## src/rtl/seq_pkg.sv

```systemverilog
package seq_pkg;

    typedef enum logic [2:0] {
        ST_STANDBY = 3'd0,
        ST_IDLE    = 3'd1,
        ST_CAL     = 3'd2,
        ST_AZ      = 3'd3,
        ST_ACQ     = 3'd4,
        ST_ARMED   = 3'd5,
        ST_CONV    = 3'd6
    } seq_state_e;

    localparam logic [2:0] CMD_STANDBY = 3'b000;
    localparam logic [2:0] CMD_CAL     = 3'b001;
    localparam logic [2:0] CMD_AZ      = 3'b010;
    localparam logic [2:0] CMD_ABORT   = 3'b011;
    localparam logic [2:0] CMD_START   = 3'b100;

endpackage

```

## src/rtl/seq_trig_sync.sv

```systemverilog
module seq_trig_sync #(
    parameter int STAGES = 2
) (
    input  logic clk,
    input  logic rst_n,
    input  logic pin_i,
    output logic rise_o
);
    logic [STAGES:0] sh_d, sh_q;

    always_comb begin
        sh_d = {sh_q[STAGES-1:0], pin_i};
    end

    always_ff @(posedge clk or negedge rst_n) begin
        if (!rst_n) sh_q <= '0;
        else        sh_q <= sh_d;
    end

    assign rise_o = sh_q[STAGES-1] & ~sh_q[STAGES];

    AST_RISE_ISOLATED: assert property (@(posedge clk) disable iff (!rst_n)
        rise_o |=> !rise_o);
endmodule

```

## src/rtl/seq_chan_route.sv

```systemverilog
module seq_chan_route #(
    parameter int NCH = 8,
    localparam int CW = $clog2(NCH) + 1
) (
    input  logic [CW-1:0] code_i,
    output logic [CW-1:0] pos_o,
    output logic [CW-1:0] neg_o
);
    logic [CW-2:0] idx;

    always_comb begin
        idx   = code_i[CW-2:0];
        pos_o = {1'b0, idx};
        if (code_i[CW-1]) begin
            neg_o = CW'(NCH);
        end else begin
            neg_o = {1'b0, idx[CW-2:1], ~idx[0]};
        end
    end
endmodule

```

## src/rtl/seq_timer.sv

```systemverilog
module seq_timer #(
    parameter int W = 8
) (
    input  logic         clk,
    input  logic         rst_n,
    input  logic         load_i,
    input  logic [W-1:0] load_val_i,
    input  logic         run_i,
    output logic         expire_o
);
    logic [W-1:0] cnt_d, cnt_q;

    always_comb begin
        cnt_d = cnt_q;
        if (load_i)                       cnt_d = load_val_i;
        else if (run_i && cnt_q > W'(1))  cnt_d = cnt_q - W'(1);
    end

    always_ff @(posedge clk or negedge rst_n) begin
        if (!rst_n) cnt_q <= '0;
        else        cnt_q <= cnt_d;
    end

    assign expire_o = (cnt_q == W'(1));

    AST_TIMER_LOADED: assert property (@(posedge clk) disable iff (!rst_n)
        run_i |-> cnt_q != '0);
endmodule

```

## src/rtl/conv_sequencer.sv

```systemverilog
module conv_sequencer
    import seq_pkg::*;
#(
    parameter int NCH        = 8,
    parameter int CAL_CYCLES = 1024,
    parameter int AZ_CYCLES  = 64,
    parameter int ACQ_T0     = 9,
    parameter int ACQ_T1     = 15,
    parameter int ACQ_T2     = 47,
    parameter int ACQ_T3     = 79,
    parameter int SYNC_STAGES = 2
) (
    input  logic                   clk,
    input  logic                   rst_n,
    input  logic                   cmd_wr_i,
    input  logic [2:0]             cmd_code_i,
    input  logic [1:0]             acq_sel_i,
    input  logic                   sync_mode_i,
    input  logic [$clog2(NCH):0]   chan_code_i,
    input  logic                   conv_done_i,
    input  logic                   sync_pin_i,
    output logic                   hold_o,
    output logic                   start_conv_o,
    output logic                   cal_pulse_o,
    output logic                   az_pulse_o,
    output logic                   low_power_o,
    output logic                   sync_oe_o,
    output logic                   sync_out_o,
    output logic [$clog2(NCH):0]   mux_pos_o,
    output logic [$clog2(NCH):0]   mux_neg_o
);
    localparam int SW = $clog2(NCH) + 1;
    localparam int TW = $clog2(CAL_CYCLES + AZ_CYCLES + ACQ_T0 + ACQ_T1 + ACQ_T2 + ACQ_T3 + 1);

    typedef struct packed {
        seq_state_e    st;
        logic          pend_v;
        logic [2:0]    pend_c;
        logic          start_p;
        logic          cal_p;
        logic          az_p;
        logic [SW-1:0] pos;
        logic [SW-1:0] neg;
    } regs_t;

    regs_t d, q;

    logic          trig_rise;
    logic          tmr_expire;
    logic          tmr_load;
    logic [TW-1:0] tmr_val;
    logic          tmr_run;
    logic [SW-1:0] route_pos, route_neg;
    logic [TW-1:0] acq_len;
    logic          busy, finish, go, cmd_ok;
    logic [2:0]    go_code;

    seq_trig_sync #(.STAGES(SYNC_STAGES)) i_trig (
        .clk    (clk),
        .rst_n  (rst_n),
        .pin_i  (sync_pin_i),
        .rise_o (trig_rise)
    );

    seq_chan_route #(.NCH(NCH)) i_route (
        .code_i (chan_code_i),
        .pos_o  (route_pos),
        .neg_o  (route_neg)
    );

    seq_timer #(.W(TW)) i_timer (
        .clk        (clk),
        .rst_n      (rst_n),
        .load_i     (tmr_load),
        .load_val_i (tmr_val),
        .run_i      (tmr_run),
        .expire_o   (tmr_expire)
    );

    always_comb begin
        case (acq_sel_i)
            2'd0:    acq_len = TW'(ACQ_T0);
            2'd1:    acq_len = TW'(ACQ_T1);
            2'd2:    acq_len = TW'(ACQ_T2);
            default: acq_len = TW'(ACQ_T3);
        endcase
    end

    assign tmr_run = (q.st == ST_CAL) || (q.st == ST_AZ) || (q.st == ST_ACQ);
    assign busy    = (q.st == ST_CAL) || (q.st == ST_AZ) || (q.st == ST_CONV);
    assign cmd_ok  = cmd_wr_i && (cmd_code_i <= CMD_START);

    always_comb begin
        d        = q;
        d.start_p = 1'b0;
        d.cal_p  = 1'b0;
        d.az_p   = 1'b0;
        d.pos    = route_pos;
        d.neg    = route_neg;
        tmr_load = 1'b0;
        tmr_val  = '0;
        finish   = 1'b0;
        go       = 1'b0;
        go_code  = cmd_code_i;

        if (cmd_ok && cmd_code_i == CMD_ABORT) begin
            d.st     = ST_IDLE;
            d.pend_v = 1'b0;
        end else begin
            case (q.st)
                ST_CAL, ST_AZ: finish = tmr_expire;
                ST_CONV:       finish = conv_done_i;
                ST_ACQ: begin
                    if (tmr_expire) begin
                        if (sync_mode_i) begin
                            d.st = ST_ARMED;
                        end else begin
                            d.st      = ST_CONV;
                            d.start_p = 1'b1;
                        end
                    end
                end
                ST_ARMED: begin
                    if (trig_rise) begin
                        d.st      = ST_CONV;
                        d.start_p = 1'b1;
                    end
                end
                default: ;
            endcase

            if (busy) begin
                if (cmd_ok) begin
                    d.pend_v = 1'b1;
                    d.pend_c = cmd_code_i;
                end
                if (finish) begin
                    if (d.pend_v) begin
                        go      = 1'b1;
                        go_code = d.pend_c;
                    end else if (q.st == ST_CONV) begin
                        go      = 1'b1;
                        go_code = CMD_START;
                    end else begin
                        d.st = ST_IDLE;
                    end
                    d.pend_v = 1'b0;
                end
            end else if (cmd_ok) begin
                go = 1'b1;
            end

            if (go) begin
                case (go_code)
                    CMD_STANDBY: d.st = ST_STANDBY;
                    CMD_CAL: begin
                        d.st     = ST_CAL;
                        d.cal_p  = 1'b1;
                        tmr_load = 1'b1;
                        tmr_val  = TW'(CAL_CYCLES);
                    end
                    CMD_AZ: begin
                        d.st     = ST_AZ;
                        d.az_p   = 1'b1;
                        tmr_load = 1'b1;
                        tmr_val  = TW'(AZ_CYCLES);
                    end
                    CMD_ABORT: d.st = ST_IDLE;
                    CMD_START: begin
                        d.st     = ST_ACQ;
                        tmr_load = 1'b1;
                        tmr_val  = acq_len;
                    end
                    default: ;
                endcase
            end
        end
    end

    always_ff @(posedge clk or negedge rst_n) begin
        if (!rst_n) begin
            q     <= '0;
            q.neg <= SW'(1);
        end else begin
            q <= d;
        end
    end

    assign hold_o       = (q.st == ST_CONV);
    assign start_conv_o = q.start_p;
    assign cal_pulse_o  = q.cal_p;
    assign az_pulse_o   = q.az_p;
    assign low_power_o  = (q.st == ST_STANDBY);
    assign sync_oe_o    = ~sync_mode_i;
    assign sync_out_o   = ~sync_mode_i & hold_o;
    assign mux_pos_o    = q.pos;
    assign mux_neg_o    = q.neg;

    AST_START_IN_CONV: assert property (@(posedge clk) disable iff (!rst_n)
        start_conv_o |-> hold_o);
    AST_HOLD_RISES_WITH_START: assert property (@(posedge clk) disable iff (!rst_n)
        $rose(hold_o) |-> start_conv_o);
    AST_HOLD_UNTIL_DONE: assert property (@(posedge clk) disable iff (!rst_n)
        (hold_o && !conv_done_i && !(cmd_wr_i && cmd_code_i == CMD_ABORT)) |=> hold_o);
    AST_PULSES_EXCLUSIVE: assert property (@(posedge clk) disable iff (!rst_n)
        $countones({start_conv_o, cal_pulse_o, az_pulse_o}) <= 1);
    AST_ABORT_IMMEDIATE: assert property (@(posedge clk) disable iff (!rst_n)
        (cmd_wr_i && cmd_code_i == CMD_ABORT) |=> (!hold_o && !low_power_o && !cal_pulse_o && !az_pulse_o));
    AST_STANDBY_IDLE_PIN: assert property (@(posedge clk) disable iff (!rst_n)
        low_power_o |-> !sync_out_o);
endmodule

```

## config.mk

```make
export PLATFORM = sky130hd
export DESIGN_NAME = conv_sequencer
export DESIGN_NICKNAME = d
export VERILOG_FILES = /design/src/rtl/seq_pkg.sv /design/src/rtl/seq_trig_sync.sv /design/src/rtl/seq_chan_route.sv /design/src/rtl/seq_timer.sv /design/src/rtl/conv_sequencer.sv
export SDC_FILE = /design/constraint.sdc
export NUM_CORES = 1
export LEC_CHECK = 0
export BUFFER_PORTS_ARGS = -buffer_cell sky130_fd_sc_hd__clkbuf_2
export CAP_MARGIN = 20
export CORE_MARGIN = 1
export CORE_UTILIZATION = 57
export DETAILED_ROUTE_END_ITERATION = 10
export GPL_ROUTABILITY_DRIVEN = 1
export MAX_ROUTING_LAYER = met4
export PLACE_DENSITY = 0.8
export SYNTH_ARGS = -nofsm -noshare
export SYNTH_HDL_FRONTEND = slang
export SYNTH_HIERARCHICAL = 1
export SYNTH_SLANG_ARGS = --single-unit
```

## constraint.sdc

```tcl
create_clock -name clk -period 3.65 [get_ports clk]
set_input_delay 0.1825 -clock clk [delete_from_list [all_inputs] [get_ports clk]]
set_output_delay 0.1825 -clock clk [all_outputs]
set_load 0.1 [all_outputs]
```

==> key figures <==
Global routing
  – Global-route wire length before repair: 6.71 mm
  – Vias in the first global route: 1496
  – Largest net degree at the start of global routing: 33
  – Total grt overflow: 0
  – GRT Resource Usage Total: 25.2%
  – Initial antenna violation count: 0

Placement
  – Placed insts: 270
  – Port-buffer cells: 29
  – Post-DP HPWL: 3.01 mm
  – GP Congestion: 0.888
  – Pre-CTS setup slack: 137 ps

Floorplanning
  – Total die area: 0.00383 sq mm
  – Die X: 61.9 um
  – Ports: 30
  – Site row count: 21
  – Initial Utilization: 60.3%
  – Core area: 0.00339 sq mm
  – Die H: 61.9 um

Cells and area
  – Area Growth Syn to Fin: 12.0%
  – Final core utilization: 67.5%
  – Antenna diodes: 0
  – Nets@finish: 255
  – Share of cells above drive strength 1: 26.4%
  – Final cell count without fillers: 285

Timing
  – RSZ-0062 raised after global routing: false
  – Final Max Tran Viols: 0
  – Hold Vio Cnt, Final: 0
  – Final WS setup: 236 ps
  – Fin crit share: 93.5%
  – Rel. slew slack: 49.6%
  – Setup tns final: 0 ps
  – Final min period: 3410 ps
  – Fmax: 293 MHz
  – Layout Skew: 12.2 ps
  – Measured slew at the worst slew-check pin: 757 ps
  – Final setup violation count: 0

Setup path
  – CP Max Fanout: 13
  – RR Endpoint: i_timer/cnt_q[5]$_DFFE_PN0P_
  – Crit Path Class: reg2reg
  – CP cell instances: inv_1, ha_1, or4b_4, nor2_2, and2b_1, o221a_1, o21ai_0, a32o_2, xnor2_1, a211oi_2, buf_4, mux2i_1, o32ai_1
  – Reg2reg path depth: 13
  – Crit start category: flop
  – Crit-path slowest cell: or4b_4
  – Reg2reg setup slack: 240 ps
  – Reg-to-reg startpoint: i_timer/cnt_q[1]$_DFFE_PN0P_
  – Critical Path End: i_timer/cnt_q[5]$_DFFE_PN0P_
  – Critical path launch point: i_timer/cnt_q[1]$_DFFE_PN0P_
  – CP Capture Type: flop
  – CP arrival: 3630 ps
  – Largest stage delay, worst path: 510 ps
  – Critical Path RT: 3870 ps

Clock tree
  – Worst-path clk slew: 110 ps
  – Clk buf depth: 2
  – CTS root buf: clkbuf_4
  – Clock Sinks: 32
  – H-tree depth: 2
  – CTS tree: done
  – Num CTS Buffers: 5
  – Worst skew pair latency: 350 ps

Logic synthesis
  – Async SR Flop Fraction: 100%
  – EDFF count, synth: 0
  – Register area share after synthesis: 39.3%
  – Synth Area per Inst: 9.82 sq um
  – Synth unique cells: 68
  – Post-synth top flop: dfrtp_1
  – Post-synthesis register bit count: 32
  – Synth Cell Area: 0.00204 sq mm
  – Synth warn: 6
  – Synth Instances: 208

Pwr
  – LEAKAGE: 1.01 nW
  – Pint: 0.000885 W
  – Sw power: 0.000763 W
  – Power per standard cell area: 720 mW/mm^2
  – Sw Share: 46.3%
  – Comb power frac: 46.4%
  – Max VDD drop: 0.331 mV
  – Flop pwr share: 37.3%
  – Clock Power Share: 16.3%

Drt
  – Vias: 1619
  – Initial DRC count: 52
  – Avg WL per Cell: 14.4 um
  – Via density: 5.68
  – DRC viols: 0
  – Pre-antenna DRT Iters: 4
  – Final WL: 4.11 mm
  – Antenna viol nets, final: 0

Flow run
  – Max capacitance violation total: 0

Status
  – Status: finished clean

Worst hold path
  – HP Class: in2reg
-- power groups by stage --
stage                     clock [W]  sequential [W]  combinational (W)
after CTS                  0.000277        0.000609           0.000760
after global placement            0        0.000613           0.000742
after detailed placement          0        0.000615           0.000751
final                      0.000269        0.000614           0.000765
after floorplan                   0        0.000570           0.000652
after global routing       0.000288        0.000636           0.000835
-- sequential cells by signal, summed over array words and instances, names as in the netlist --
register / cells
mux_pos_o: 4
cal_pulse_o: 1
mux_neg_o: 4
i_timer/cnt_q: 11
az_pulse_o: 1
i_trig/sh_q: 3
start_conv_o: 1
q: 7
-- final cells by class --
type	instances	area (sq um)
Fill cell	260	1100
Multi-Input combinational cell	151	1080
Clock buffer	6	41.3
Inverter	10	37.5
Sequential cell	32	802
Timing Repair Buffer	38	230
Tap cell	46	57.6
Clock inverter	2	35.0
-- layout by cell type, fill, tap and decap left out, types with 3 or more instances in the layout --
cell,count
nor2b_1,4
clkbuf_2,29
a31oi_1,7
nand3_1,6
dlygate4sd3_1,7
nor3_1,6
o41ai_1,3
or3_1,3
o21a_1,4
a21oi_1,5
and2_1,3
o211ai_1,3
nand2_1,19
dfrtp_1,31
conb_1,5
mux2i_1,3
nor2_1,13
clkbuf_4,5
and3_1,3
o311ai_1,4
inv_1,8
o21ai_0,7
o21ai_1,3
-- cell families after synthesis --
kind of cell | Yosys count | share of synthesized area (%)
simple gates | 80 | 23.1
compound gates | 59 | 25.2
flops | 32 | 39.3
buf+inv | 28 | 8.33
mux | 4 | 2.02
fa+ha+maj | 2 | 1.22
other cells | 2 | 0.368
xor+xnor | 1 | 0.429
-- what timing repair did --
action,4_1_cts,5_1_grt
setup buffers,0,0
endpoints found under the hold margin,37,0
setup endpoints to repair,0,4
resized for setup,0,2
hold buffers,7,0
-- synth_stat cells, drive strengths merged (5+ instances only) --
cell | count | share of area, %
a21oi | 7 | 2.4
a31oi | 7 | 2.1
buf | 16 | 6.1
dfrtp | 31 | 38
inv | 10 | 1.8
nand2 | 20 | 3.8
nand3 | 6 | 1.5
nor2 | 14 | 2.6
nor2b | 5 | 1.9
nor3 | 7 | 2.3
o21ai | 12 | 3.3
o311ai | 5 | 2.1
-- worst max-delay path, delay by kind of cell, from the launching register on --
family	cells	cell delay [ps]
AO/OA/AOI/OAI	5	1040
flip-flops	1	430
multiplexers	1	200
XOR/XNOR	1	160
adder cells (fa/ha/maj)	1	160
AND/OR/NAND/NOR	3	940
buffers and inverters	2	350
-- through the flow --
step | instance area (sq um) | total power, W | hold slack [ps]
after floorplan | 2050 | 0.00122 | -113
after global placement | 2140 | 0.00135 | 295
after detailed placement | 2140 | 0.00137 | 293
after CTS | 2290 | 0.00165 | 168
after global routing | 2290 | 0.00176 | 200
final | 2290 | 0.00165 | 188
-- worst min path at each step --
stage,slack [ps],from,cells past startpoint,to
6_report,190,cmd_code_i[0],2,q[11]$_DFFE_PN0P_
5_1_grt,200,cmd_code_i[0],2,q[11]$_DFFE_PN0P_
4_1_cts,170,cmd_code_i[0],2,q[11]$_DFFE_PN0P_
3_5_place_dp,290,sync_pin_i,1,i_trig/sh_q[0]$_DFF_PN0_
3_3_place_gp,300,rst_n,1,i_trig/sh_q[1]$_DFF_PN0_
2_1_floorplan,-110,rst_n,0,az_pulse_o$_DFF_PN0_
-- metal layers --
layer  GRT usage, %  share of wire (%)  vias to the layer above
li1               -                  -                      821
met4           9.52                1.5                        0
met1           31.7                 48                      748
met5              -                  0                        -
met3           4.97                3.8                        6
met2           39.9                 47                       44
Power figures use the tool's default switching activity.
